[src/rtl/pc_pkg.sv]
package pc_pkg;

    localparam int unsigned DEF_PC_W        = 20;
    localparam int unsigned DEF_LOCAL_DEPTH = 1024;
    localparam int unsigned DEF_SHORT_W     = 9;
    localparam int unsigned DEF_BYTE_SHIFT  = 2;

    typedef enum logic [1:0] {
        BR_SHORT = 2'b00,
        BR_LONG  = 2'b01,
        BR_ABS   = 2'b10,
        BR_RSVD  = 2'b11
    } br_kind_e;

    typedef enum logic [1:0] {
        SEL_HOLD   = 2'b00,
        SEL_SEQ    = 2'b01,
        SEL_REL    = 2'b10,
        SEL_ABS    = 2'b11
    } next_sel_e;

    typedef struct packed {
        next_sel_e sel;
        logic      long_rel;
    } pc_ctrl_t;

endpackage

[src/rtl/pc_space_decode.sv]
module pc_space_decode #(
    parameter int unsigned PC_W        = pc_pkg::DEF_PC_W,
    parameter int unsigned LOCAL_DEPTH = pc_pkg::DEF_LOCAL_DEPTH
) (
    input  logic [PC_W-1:0] addr_i,
    output logic            is_shared_o
);
    localparam logic [PC_W-1:0] LIMIT = PC_W'(LOCAL_DEPTH);

    always_comb begin
        is_shared_o = (addr_i >= LIMIT);
    end
endmodule

[src/rtl/pc_branch_ctrl.sv]
module pc_branch_ctrl
    import pc_pkg::*;
(
    input  logic     step_i,
    input  logic     br_valid_i,
    input  br_kind_e br_kind_i,
    output pc_ctrl_t ctrl_o
);
    always_comb begin
        ctrl_o.sel      = SEL_HOLD;
        ctrl_o.long_rel = 1'b0;
        if (br_valid_i && br_kind_i != BR_RSVD) begin
            unique case (br_kind_i)
                BR_ABS:   ctrl_o.sel = SEL_ABS;
                BR_LONG:  begin
                    ctrl_o.sel      = SEL_REL;
                    ctrl_o.long_rel = 1'b1;
                end
                default:  ctrl_o.sel = SEL_REL;
            endcase
        end else if (step_i) begin
            ctrl_o.sel = SEL_SEQ;
        end
    end
endmodule

[src/rtl/pc_next_calc.sv]
module pc_next_calc
    import pc_pkg::*;
#(
    parameter int unsigned PC_W        = DEF_PC_W,
    parameter int unsigned LOCAL_DEPTH = DEF_LOCAL_DEPTH,
    parameter int unsigned SHORT_W     = DEF_SHORT_W,
    parameter int unsigned BYTE_SHIFT  = DEF_BYTE_SHIFT
) (
    input  logic [PC_W-1:0] pc_i,
    input  logic            is_shared_i,
    input  pc_ctrl_t        ctrl_i,
    input  logic [PC_W-1:0] operand_i,
    output logic [PC_W-1:0] next_o
);
    localparam int unsigned LOCAL_AW = $clog2(LOCAL_DEPTH);
    localparam logic [PC_W-1:0] SHARED_STRIDE = PC_W'(1) << BYTE_SHIFT;

    logic [PC_W-1:0] base;
    logic [PC_W-1:0] short_ext;
    logic [PC_W-1:0] short_off;
    logic [PC_W-1:0] long_off;
    logic [PC_W-1:0] rel_off;
    logic [PC_W-1:0] raw;
    logic [PC_W-1:0] local_fit;

    // Sign-extend the short offset to counter width.
    generate
        if (SHORT_W < PC_W) begin : g_short_ext
            assign short_ext = {{(PC_W-SHORT_W){operand_i[SHORT_W-1]}},
                                operand_i[SHORT_W-1:0]};
        end else begin : g_short_full
            assign short_ext = operand_i;
        end
    endgenerate

    // Space-dependent scaling of the two relative encodings.
    generate
        if (BYTE_SHIFT == 0) begin : g_no_scale
            assign short_off = short_ext;
            assign long_off  = operand_i;
        end else begin : g_scale
            assign short_off = is_shared_i ? (short_ext << BYTE_SHIFT) : short_ext;
            assign long_off  = is_shared_i ? operand_i
                                           : PC_W'($signed(operand_i) >>> BYTE_SHIFT);
        end
    endgenerate

    // Keep local-space results inside the local window.
    generate
        if (LOCAL_AW < PC_W) begin : g_wrap
            assign local_fit = {{(PC_W-LOCAL_AW){1'b0}}, raw[LOCAL_AW-1:0]};
        end else begin : g_nowrap
            assign local_fit = raw;
        end
    endgenerate

    always_comb begin
        base    = pc_i + (is_shared_i ? SHARED_STRIDE : PC_W'(1));
        rel_off = ctrl_i.long_rel ? long_off : short_off;
        unique case (ctrl_i.sel)
            SEL_SEQ: raw = base;
            SEL_REL: raw = base + rel_off;
            SEL_ABS: raw = operand_i;
            default: raw = pc_i;
        endcase
        if (ctrl_i.sel == SEL_ABS || ctrl_i.sel == SEL_HOLD || is_shared_i) begin
            next_o = raw;
        end else begin
            next_o = local_fit;
        end
    end
endmodule

[src/rtl/dual_pc_unit.sv]
module dual_pc_unit
    import pc_pkg::*;
#(
    parameter int unsigned PC_W        = DEF_PC_W,
    parameter int unsigned LOCAL_DEPTH = DEF_LOCAL_DEPTH,
    parameter int unsigned SHORT_W     = DEF_SHORT_W,
    parameter int unsigned BYTE_SHIFT  = DEF_BYTE_SHIFT
) (
    input  logic            clk,
    input  logic            rst,
    input  logic            step_i,
    input  logic            br_valid_i,
    input  logic [1:0]      br_kind_i,
    input  logic [PC_W-1:0] br_operand_i,
    output logic [PC_W-1:0] fetch_addr_o,
    output logic            shared_sel_o
);
    logic [PC_W-1:0] pc_q;
    logic [PC_W-1:0] pc_next;
    logic            in_shared;
    pc_ctrl_t        ctrl;

    pc_space_decode #(
        .PC_W        (PC_W),
        .LOCAL_DEPTH (LOCAL_DEPTH)
    ) u_space (
        .addr_i      (pc_q),
        .is_shared_o (in_shared)
    );

    pc_branch_ctrl u_ctrl (
        .step_i     (step_i),
        .br_valid_i (br_valid_i),
        .br_kind_i  (br_kind_e'(br_kind_i)),
        .ctrl_o     (ctrl)
    );

    pc_next_calc #(
        .PC_W        (PC_W),
        .LOCAL_DEPTH (LOCAL_DEPTH),
        .SHORT_W     (SHORT_W),
        .BYTE_SHIFT  (BYTE_SHIFT)
    ) u_calc (
        .pc_i        (pc_q),
        .is_shared_i (in_shared),
        .ctrl_i      (ctrl),
        .operand_i   (br_operand_i),
        .next_o      (pc_next)
    );

    always_ff @(posedge clk) begin
        if (rst) begin
            pc_q <= '0;
        end else begin
            pc_q <= pc_next;
        end
    end

    assign fetch_addr_o = pc_q;
    assign shared_sel_o = in_shared;
endmodule

[config.mk]
export PLATFORM = sky130hd
export DESIGN_NAME = dual_pc_unit
export DESIGN_NICKNAME = d
export VERILOG_FILES = /design/src/rtl/pc_pkg.sv /design/src/rtl/pc_space_decode.sv /design/src/rtl/pc_branch_ctrl.sv /design/src/rtl/pc_next_calc.sv /design/src/rtl/dual_pc_unit.sv
export SDC_FILE = /design/constraint.sdc
export NUM_CORES = 1
export LEC_CHECK = 0
export BUFFER_PORTS_ARGS = -buffer_cell sky130_fd_sc_hd__buf_2
export CAP_MARGIN = 0
export CORE_MARGIN = 2
export CORE_UTILIZATION = 40
export CTS_BUF_LIST = sky130_fd_sc_hd__clkbuf_4 sky130_fd_sc_hd__clkbuf_8
export DETAILED_ROUTE_END_ITERATION = 6
export MAX_ROUTING_LAYER = met4
export PLACE_DENSITY = 0.67
export SYNTH_ARGS = -nofsm -noshare
export SYNTH_HDL_FRONTEND = slang
export SYNTH_SLANG_ARGS = --single-unit
[constraint.sdc]
create_clock -name clk -period 12.98 [get_ports clk]
set_input_delay 2.596 -clock clk [delete_from_list [all_inputs] [get_ports clk]]
set_output_delay 2.596 -clock clk [all_outputs]
set_load 0.1 [all_outputs]
==> impl_metrics.py, run 1 <==
metrics = {
    "sta": {
        "layout_setup_ws_ps": 6860,
        "rsz0062_at_grt": "no",
        "hold_viol_final": 0,
        "period_share": 0.472,
        "tightest_slew_ps": 1250,
        "slew_headroom": 0.165,
        "setup_tns_ps": 0,
        "slew_violations": 0,
        "period_needed_ps": 6120,
        "clock-skew-final_ps": 5.41,
        "finalSetupViolCount": 0,
        "max_clock_freq_ghz": 0.163,
    },
    "critical_path": {
        "slowest_delay_ps": 690,
        "path_cells": "buf_2 -> inv_1 -> nor2_1 -> nand2_1 -> nor2_1 -> a22o_1 -> ha_1 -> inv_1 -> fa_1 -> nor2b_1 -> o31a_1 -> o211ai_1 -> a21oi_1 -> a31oi_1 -> nor4b_1 -> or3_1",
        "rr_startpoint": "fetch_addr_o[10]",
        "cp_slowest_cell": "nor2_1",
        "crit_path_start": "br_valid_i",
        "worstPathMaxFanout": 13,
        "required_ps": 13130,
        "worst-setup-path-type": "in2reg",
        "crit_path_start_kind": "input pin",
        "critPathCaptureType": "register",
        "crit_family": "simple AND/OR/NAND/NOR gates",
        "crit_buf_inv": 3,
        "arrival_ps": 6280,
    },
    "synthesis": {
        "synthMuxAreaShare": 0.0224,
        "synthXorXnorAreaFrac": 0.147,
        "synth_top_family_by_area": "simple AND/OR/NAND/NOR gates",
        "synthArstFlopShare": 0,
        "yosys_most_used_dff": "dfxtp_1",
        "synth_area_mm2": 0.00285,
        "yosysWarnings": 0,
        "synth_area_leaders": "dfxtp_1, ha_1, xnor2_1",
        "syn_nets": 447,
        "syn_inst": 398,
        "synth_top_area_share": 0.140,
        "synth_adder_area_share": 0.103,
        "yosysSeqAreaShare": 0.140,
        "ys_ff_latch": 20,
        "synth_compound_area_frac": 0.267,
        "synth_area_per_cell_um2": 7.17,
        "yosysTopAreaCell": "dfxtp_1",
        "synth_edf_count": 0,
        "synth.distinct_cells": 61,
        "synth-simple-area-share": 0.272,
    },
    "pwr": {
        "vdd_drop_max_mv": 0.140,
        "p_leak_nw": 1.38,
        "power_density_mw_per_mm2": 244,
    },
    "layout": {
        "diodes": 0,
        "area_growth_pct": 11.5,
        "layout_common_cells": "nor2_1, nand2_1, buf_2",
        "largest_reg_flops": 20,
        "drive_gt1_frac": 0.147,
        "nets": 478,
    },
    "clock_network": {
        "hold_buffers": 0,
        "cts_setup_buffers": 0,
        "clockBufferDepth": 2,
        "clockRootBuffer": "clkbuf_8",
        "cts.clk_slew.worst_paths_ps": 90,
        "insertion_delay_ps": 270,
        "tritoncts": "built",
        "post_cts_resize_count": 0,
        "cts_max_level": 1,
        "numCtsBuffers": 3,
        "clock_sinks": 20,
    },
    "global_route": {
        "grt.total_usage": 0.244,
        "grt_pass1_vias": 2877,
        "grt_first_pass_wirelength_um": 14600,
        "antenna_found_initial": 0,
        "gr-total-overflow": 0,
        "grt_max_degree": 18,
    },
    "placement": {
        "dp_slack_ps": 6600,
        "gp_routability_congestion": 0.985,
        "portBuffers": 46,
        "hpwlAfterDp_um": 7030,
    },
    "drt": {
        "via_per_inst": 5.93,
        "dr_wl_met2_um": 3990,
        "drc_errors": 0,
        "drtIter0Drc": 256,
        "routed_wl_um": 8970,
        "routedWlPerCell_um": 17.1,
        "num_vias": 3106,
        "wl_met3_um": 692,
        "top_layer": "met4",
        "m1WireLength_um": 4130,
        "drt_first_pass_iters": 6,
        "ant_nets": 0,
    },
    "die": {
        "top_level_ports": 47,
        "num_rows": 30,
        "die_h_um": 88.5,
        "core_area_mm2": 0.00683,
        "dieWidth_um": 88.5,
        "start_util": 0.418,
        "die_area_mm2": 0.00783,
    },
    "status": {
        "status": "completed",
    },
    "min_path": {
        "min_path_type": "reg2reg",
        "min_from": "fetch_addr_o[1]",
    },
    "job": {
        "cap_violations": 0,
    },
}
-- power by group --
group | switching (mW) | internal [mW] | leakage (nW)
Sequential | 0.0300 | 0.0783 | 0.164
Combinational | 0.413 | 0.205 | 1.19
Clock | 0.0245 | 0.0271 | 0.0288
-- cells by family (layout without fill, tap and decap cells) --
family / after synthesis / count (layout)
compound gates: 112 / 112
buf+inv: 34 / 64
simple gates: 156 / 156
flops: 20 / 20
mux: 5 / 5
fa+ha+maj: 23 / 23
xor+xnor: 48 / 48
-- Yosys cell counts (all sizes together), types with 3 or more instances --
cell type  instances
a211oi             9
a21o               8
a21oi             21
a221oi             6
a22oi              7
a31oi             12
and3               5
and4               3
buf                5
clkbuf            15
dfxtp             20
ha                22
inv               14
mux2i              3
nand2             47
nand2b             3
nand3             11
nand4              8
nor2              48
nor2b              8
nor3               3
nor4               4
o211ai             4
o21a               3
o21ai             13
o22ai             10
o31ai              3
or3                4
xnor2             26
xor2              22
-- area by class of cell --
type	instances	area (um2)
fill	732	3650
multi-input combinational	344	2320
sequential	20	400
timing repair buffer	46	230
tap	96	120
clock buffer	4	55.1
inverter	14	52.6
-- worst min-delay path: stages, from the launching register on --
cell and delay [ps]:
dfxtp_1 350, mux2i_1 130, a211oi_1 80
-- layer usage --
| metal | up-vias | GRT usage |
|---|---|---|
| li1 | 1516 | - |
| met2 | 126 | 0.377 |
| met4 | 0 | 0.0565 |
| met3 | 15 | 0.0299 |
| met5 | - | - |
| met1 | 1449 | 0.340 |
-- metrics by stage --
step / util / cells / total power, mW / instance area (um2) / hold slack [ps]
3_5_place_dp: 0.458 / 520 / 0.713 / 3130 / 587
6_report: 0.466 / 524 / 0.778 / 3180 / 596
3_3_place_gp: 0.458 / 520 / 0.711 / 3130 / 592
5_1_grt: 0.466 / 524 / 0.837 / 3180 / 617
4_1_cts: 0.466 / 524 / 0.769 / 3180 / 606
2_1_floorplan: - / 398 / 0.603 / 2850 / 1030
-- path summary, 6_finish.rpt --
path	end	slack, ps	cells after the start
min reg2reg	fetch_addr_o[1]	600	2
min	fetch_addr_o[1]	600	2
max	fetch_addr_o[14]	6860	16
max reg2reg	fetch_addr_o[19]	7440	19
No activity file was read; power rests on OpenSTA's default activity.
==> run 2, diff against run 1 <==
--- a/config.mk
+++ b/config.mk
@@ -12,7 +12,7 @@
 export CTS_BUF_LIST = sky130_fd_sc_hd__clkbuf_4 sky130_fd_sc_hd__clkbuf_8
 export DETAILED_ROUTE_END_ITERATION = 6
 export MAX_ROUTING_LAYER = met4
-export PLACE_DENSITY = 0.67
+export PLACE_DENSITY = 0.69
 export SYNTH_ARGS = -nofsm -noshare
 export SYNTH_HDL_FRONTEND = slang
 export SYNTH_SLANG_ARGS = --single-unit
==> constraint.sdc (replaced) <==
create_clock -name clk -period 5.45 [get_ports clk]
set_input_delay 1.09 -clock clk [delete_from_list [all_inputs] [get_ports clk]]
set_output_delay 1.09 -clock clk [all_outputs]
set_load 0.1 [all_outputs]
==> run 2 against run 1 <==
  * First-iteration DRC count up 50%
  * Die area unchanged
  * Non-clock buffer count up 4
  * Final cell count up 0.76%
==> impl_metrics.py, run 2 (same netlist as run 1, synthesis figures left out) <==
metrics = {
    "clock_network": {
        "clockBufferDepth": 2,
        "post_cts_resize_count": 0,
        "cts_setup_buffers": 0,
        "cts.clk_slew.worst_paths_ps": 90,
        "insertion_delay_ps": 270,
        "tritoncts": "built",
        "clock_sinks": 20,
        "cts_max_level": 1,
        "clockRootBuffer": "clkbuf_8",
        "numCtsBuffers": 3,
        "hold_buffers": 0,
    },
    "global_route": {
        "grt_first_pass_wirelength_um": 15000,
        "gr-total-overflow": 0,
        "grt.total_usage": 0.250,
        "grt_pass1_vias": 2938,
        "grt_max_degree": 18,
        "antenna_found_initial": 0,
    },
    "layout": {
        "largest_reg_flops": 20,
        "nFillCells": 716,
        "seq_area_um2": 400,
        "final_util": 0.470,
        "layout_common_cells": "nor2_1, nand2_1, buf_2",
        "area_growth_pct": 12.5,
        "nets": 482,
        "final_area_mm2": 0.00321,
        "multi_input_area_mm2": 0.00232,
        "final_cells": 528,
        "drive_gt1_frac": 0.155,
        "diodes": 0,
    },
    "pwr": {
        "power_density_mw_per_mm2": 579,
        "internal_power_mw": 0.747,
        "p_comb_frac": 0.793,
        "p_leak_nw": 1.40,
        "seqPwrFrac": 0.141,
        "p_sw_mw": 1.11,
        "switching_share": 0.598,
        "pwr-share-clk": 0.066,
        "vdd_drop_max_mv": 0.298,
    },
    "sta": {
        "max_clock_freq_ghz": 0.210,
        "period_needed_ps": 4760,
        "finalSetupViolCount": 0,
        "hold_viol_final": 0,
        "layout_setup_ws_ps": 689,
        "period_share": 0.874,
        "slew_violations": 0,
        "tightest_slew_ps": 873,
        "clock-skew-final_ps": 6.93,
        "setup_tns_ps": 0,
        "rsz0062_at_grt": "no",
        "slew_headroom": 0.417,
    },
    "critical_path": {
        "worst-setup-path-type": "reg2reg",
        "required_ps": 5610,
        "arrival_ps": 4930,
        "worstPathMaxFanout": 11,
        "critPathCaptureType": "register",
        "crit_path_start_kind": "register",
    },
    "placement": {
        "hpwlAfterDp_um": 7140,
        "post_dp_cell_area_mm2": 0.00316,
        "dp_slack_ps": 720,
        "portBuffers": 46,
        "place_inst": 524,
        "gp_routability_congestion": 0.965,
    },
    "drt": {
        "ant_nets": 0,
        "drtIter0Drc": 385,
        "routed_wl_um": 9230,
        "drc_errors": 0,
        "routedWlPerCell_um": 17.5,
        "via_per_inst": 6.10,
        "num_vias": 3219,
        "drt_first_pass_iters": 5,
    },
    "job": {
        "cap_violations": 0,
    },
    "die": {
        "num_rows": 30,
        "dieWidth_um": 88.5,
        "core_area_mm2": 0.00683,
        "top_level_ports": 47,
        "die_h_um": 88.5,
        "die_area_mm2": 0.00783,
        "start_util": 0.418,
    },
    "status": {
        "status": "completed",
    },
    "min_path": {
        "min_path_type": "reg2reg",
    },
}
==> run 2: changes by cell type in the layout (fill, tap and decap cells not counted) <==
| cell | delta |
|---|---|
| buf_4 | +4 |
==> run 2: routing by layer <==
layer,part of all wire,GRT usage,up-vias
met5,0,-,-
met4,0.018,0.0840,0
met1,0.45,0.359,1481
met3,0.099,0.0317,18
met2,0.43,0.361,197
li1,-,-,1523
==> run 2: final timing paths <==
path	start	endpoint	slack, ps	depth (start not counted)
worst max register to register	fetch_addr_o[10]	fetch_addr_o[13]	690	17
worst min-delay path	fetch_addr_o[1]	fetch_addr_o[1]	630	2
worst max-delay path	fetch_addr_o[10]	fetch_addr_o[13]	690	17
worst min register to register	fetch_addr_o[1]	fetch_addr_o[1]	630	2
==> run 2: power groups by stage <==
| stage | Clock, mW | Combinational (mW) | Sequential [mW] |
|---|---|---|---|
| after floorplan | 0 | 0.916 | 0.521 |
| after global placement | 0 | 1.43 | 0.261 |
| after detailed placement | 0 | 1.44 | 0.263 |
| after CTS | 0.124 | 1.45 | 0.260 |
| after global routing | 0.132 | 1.60 | 0.270 |
| final | 0.123 | 1.48 | 0.262 |
==> run 2: per-stage QoR <==
stage	hold WS, ps	total power [mW]
final	627	1.86
after global routing	678	2.00
after CTS	618	1.83
after detailed placement	597	1.71
after global placement	599	1.69
after floorplan	1030	1.44
==> run 2: critical path, cell delays in order (launching register included) <==
cell and delay (ps):
dfxtp_1 420, nor4_1 260, nand4_1 360, inv_1 440
ha_1 240, ha_1 180, a21oi_1 140, nor2b_1 260
and3_2 250, xor2_1 170, ha_1 280, and3_1 230
a221o_1 350, a22oi_1 400, o21ai_0 180, xor2_1 190
a221oi_1 250, nor2_1 60
==> run 2: area by class of cell <==
type                       instances  area share
inverter                          14      0.0164
sequential                        20       0.125
timing repair buffer              50      0.0810
multi-input combinational        344       0.723
tap                               96      0.0374
clock buffer                       4      0.0171
==> run 3, diff against run 2 <==
--- a/config.mk
+++ b/config.mk
@@ -11,6 +11,7 @@
 export CORE_UTILIZATION = 40
 export CTS_BUF_LIST = sky130_fd_sc_hd__clkbuf_4 sky130_fd_sc_hd__clkbuf_8
 export DETAILED_ROUTE_END_ITERATION = 6
+export GPL_TIMING_DRIVEN = 0
 export MAX_ROUTING_LAYER = met4
 export PLACE_DENSITY = 0.69
 export SYNTH_ARGS = -nofsm -noshare
==> run 3 against run 2 <==
  * Register-to-register slack worse by 420 ps
  * Setup slack lost 420 ps
  * Final cell count is 2.8% higher
  * Clock skew fell by 5.0 ps
  * Clock-buffer cell count decreased by 1
  * Clock power grew 29%
  * Global-route usage increased by 0.78 points
  * Largest cell class unchanged
  * Combinational power increased by 3%
  * Sequential cell count unchanged
==> impl_metrics.py, run 3 (same netlist as run 1, synthesis figures left out) <==
metrics = {
    "global_route": {
        "antenna_found_initial": 0,
        "grt_pass1_vias": 3109,
        "grt_first_pass_wirelength_um": 15400,
        "gr-total-overflow": 0,
        "grt_max_degree": 13,
        "grt.total_usage": 0.258,
    },
    "drt": {
        "via_per_inst": 6.07,
        "drc_errors": 0,
        "num_vias": 3294,
        "drt_first_pass_iters": 5,
        "m1WireLength_um": 4290,
        "drtIter0Drc": 305,
        "routedWlPerCell_um": 17.4,
        "wl_met3_um": 604,
        "dr_wl_met2_um": 4280,
        "ant_nets": 0,
        "routed_wl_um": 9450,
        "top_layer": "met4",
    },
    "min_path": {
        "min_path_type": "reg2reg",
    },
    "layout": {
        "area_growth_pct": 15.4,
        "nets": 497,
        "final_cells": 543,
        "final_util": 0.482,
        "final_area_mm2": 0.00329,
        "layout_common_cells": "nor2_1, buf_2, nand2_1",
        "diodes": 0,
        "largest_reg_flops": 20,
        "drive_gt1_frac": 0.157,
    },
    "sta": {
        "hold_viol_final": 0,
        "finalSetupViolCount": 0,
        "rsz0062_at_grt": "no",
        "tightest_slew_ps": 910,
        "setup_tns_ps": 0,
        "period_share": 0.950,
        "period_needed_ps": 5180,
        "slew_violations": 0,
        "clock-skew-final_ps": 1.96,
        "max_clock_freq_ghz": 0.193,
        "slew_headroom": 0.392,
    },
    "critical_path": {
        "worstPathMaxFanout": 11,
        "crit_path_start_kind": "register",
        "critPathCaptureType": "register",
        "worst-setup-path-type": "reg2reg",
        "rrSetupSlack_ps": 270,
        "required_ps": 5610,
        "arrival_ps": 5340,
    },
    "clock_network": {
        "cts.clk_slew.worst_paths_ps": 90,
        "tritoncts": "built",
        "clockRootBuffer": "clkbuf_8",
        "insertion_delay_ps": 270,
        "clockBufferDepth": 2,
        "clock_sinks": 20,
        "numCtsBuffers": 3,
        "cts_max_level": 1,
    },
    "status": {
        "status": "completed",
    },
    "die": {
        "die_h_um": 88.5,
        "top_level_ports": 47,
        "core_area_mm2": 0.00683,
        "dieWidth_um": 88.5,
        "die_area_mm2": 0.00783,
        "start_util": 0.418,
        "num_rows": 30,
    },
    "pwr": {
        "p_total_mw": 1.93,
        "p_leak_nw": 1.43,
        "vdd_drop_max_mv": 0.278,
        "power_density_mw_per_mm2": 587,
    },
    "placement": {
        "post_dp_cell_area_mm2": 0.00320,
        "place_inst": 538,
        "portBuffers": 44,
        "gp_routability_congestion": 0.926,
        "hpwlAfterDp_um": 7280,
    },
    "job": {
        "cap_violations": 0,
    },
}
[run 3: changes by cell type in the layout (fill, tap and decap cells not counted), sizes merged]
cell      delta
clkinvlp     +1
bufinv       +1
inv          -1
clkbuf      +13
buf          +1
[run 3: repair_timing]
action | 4_1_cts | 5_1_grt
setup buffers | 0 | 2
gates resized for setup | 0 | 2
endpoints found under the setup margin | 0 | 7
endpoints found under the hold margin | 0 | 0
hold buffers | 0 | 0
[run 3: routing by layer]
| layer | vias to the layer above | global-route usage |
|---|---|---|
| li1 | 1560 | - |
| met3 | 26 | 0.0354 |
| met1 | 1563 | 0.341 |
| met4 | 0 | 0.0964 |
| met2 | 145 | 0.400 |
| met5 | - | - |
[run 3: final cells by class]
class / count / area [um2]
inverter: 14 / 56.3
timing repair buffer: 46 / 235
clock inverter: 1 / 30.0
tap: 96 / 120
clock buffer: 3 / 41.3
buffer: 19 / 80.1
multi-input combinational: 344 / 2330
fill: 717 / 3540
sequential: 20 / 400
[run 3: worst paths after layout]
kind                    startpoint                to  cells past startpoint
setup / recovery  fetch_addr_o[10]  fetch_addr_o[19]                     21
hold / removal     fetch_addr_o[1]   fetch_addr_o[1]                      2
setup reg to reg  fetch_addr_o[10]  fetch_addr_o[19]                     21
hold reg to reg    fetch_addr_o[1]   fetch_addr_o[1]                      2
[run 3: worst max-delay path, stage by stage (launching register included)]
cell,delay [ps]
dfxtp_1,320
buf_2,180
nor4_1,260
nand4_1,440
clkbuf_2,380
ha_1,400
a21oi_1,440
nor2_1,150
and4_1,230
clkbuf_1,180
nand2_1,120
nor2_1,60
xnor2_1,230
ha_1,280
clkbuf_1,190
a21o_1,220
a31oi_1,240
o21ba_2,180
o211ai_1,120
xnor2_1,170
a222oi_1,220
nor2_1,60
[run 3: power by group]
part	total, mW	switching (mW)	internal [mW]
sequential	0.246	0.0598	0.186
combinational	1.53	1.02	0.512
clock	0.159	0.0610	0.0983
total	1.93	1.14	0.796
[run 3: per-stage QoR]
step / worst slack [ps] / hold WS [ps]
after detailed placement: 256 / 597
after floorplan: 364 / 1030
after global placement: 267 / 575
final: 271 / 636
after global routing: 38.2 / 687
after CTS: 200 / 615
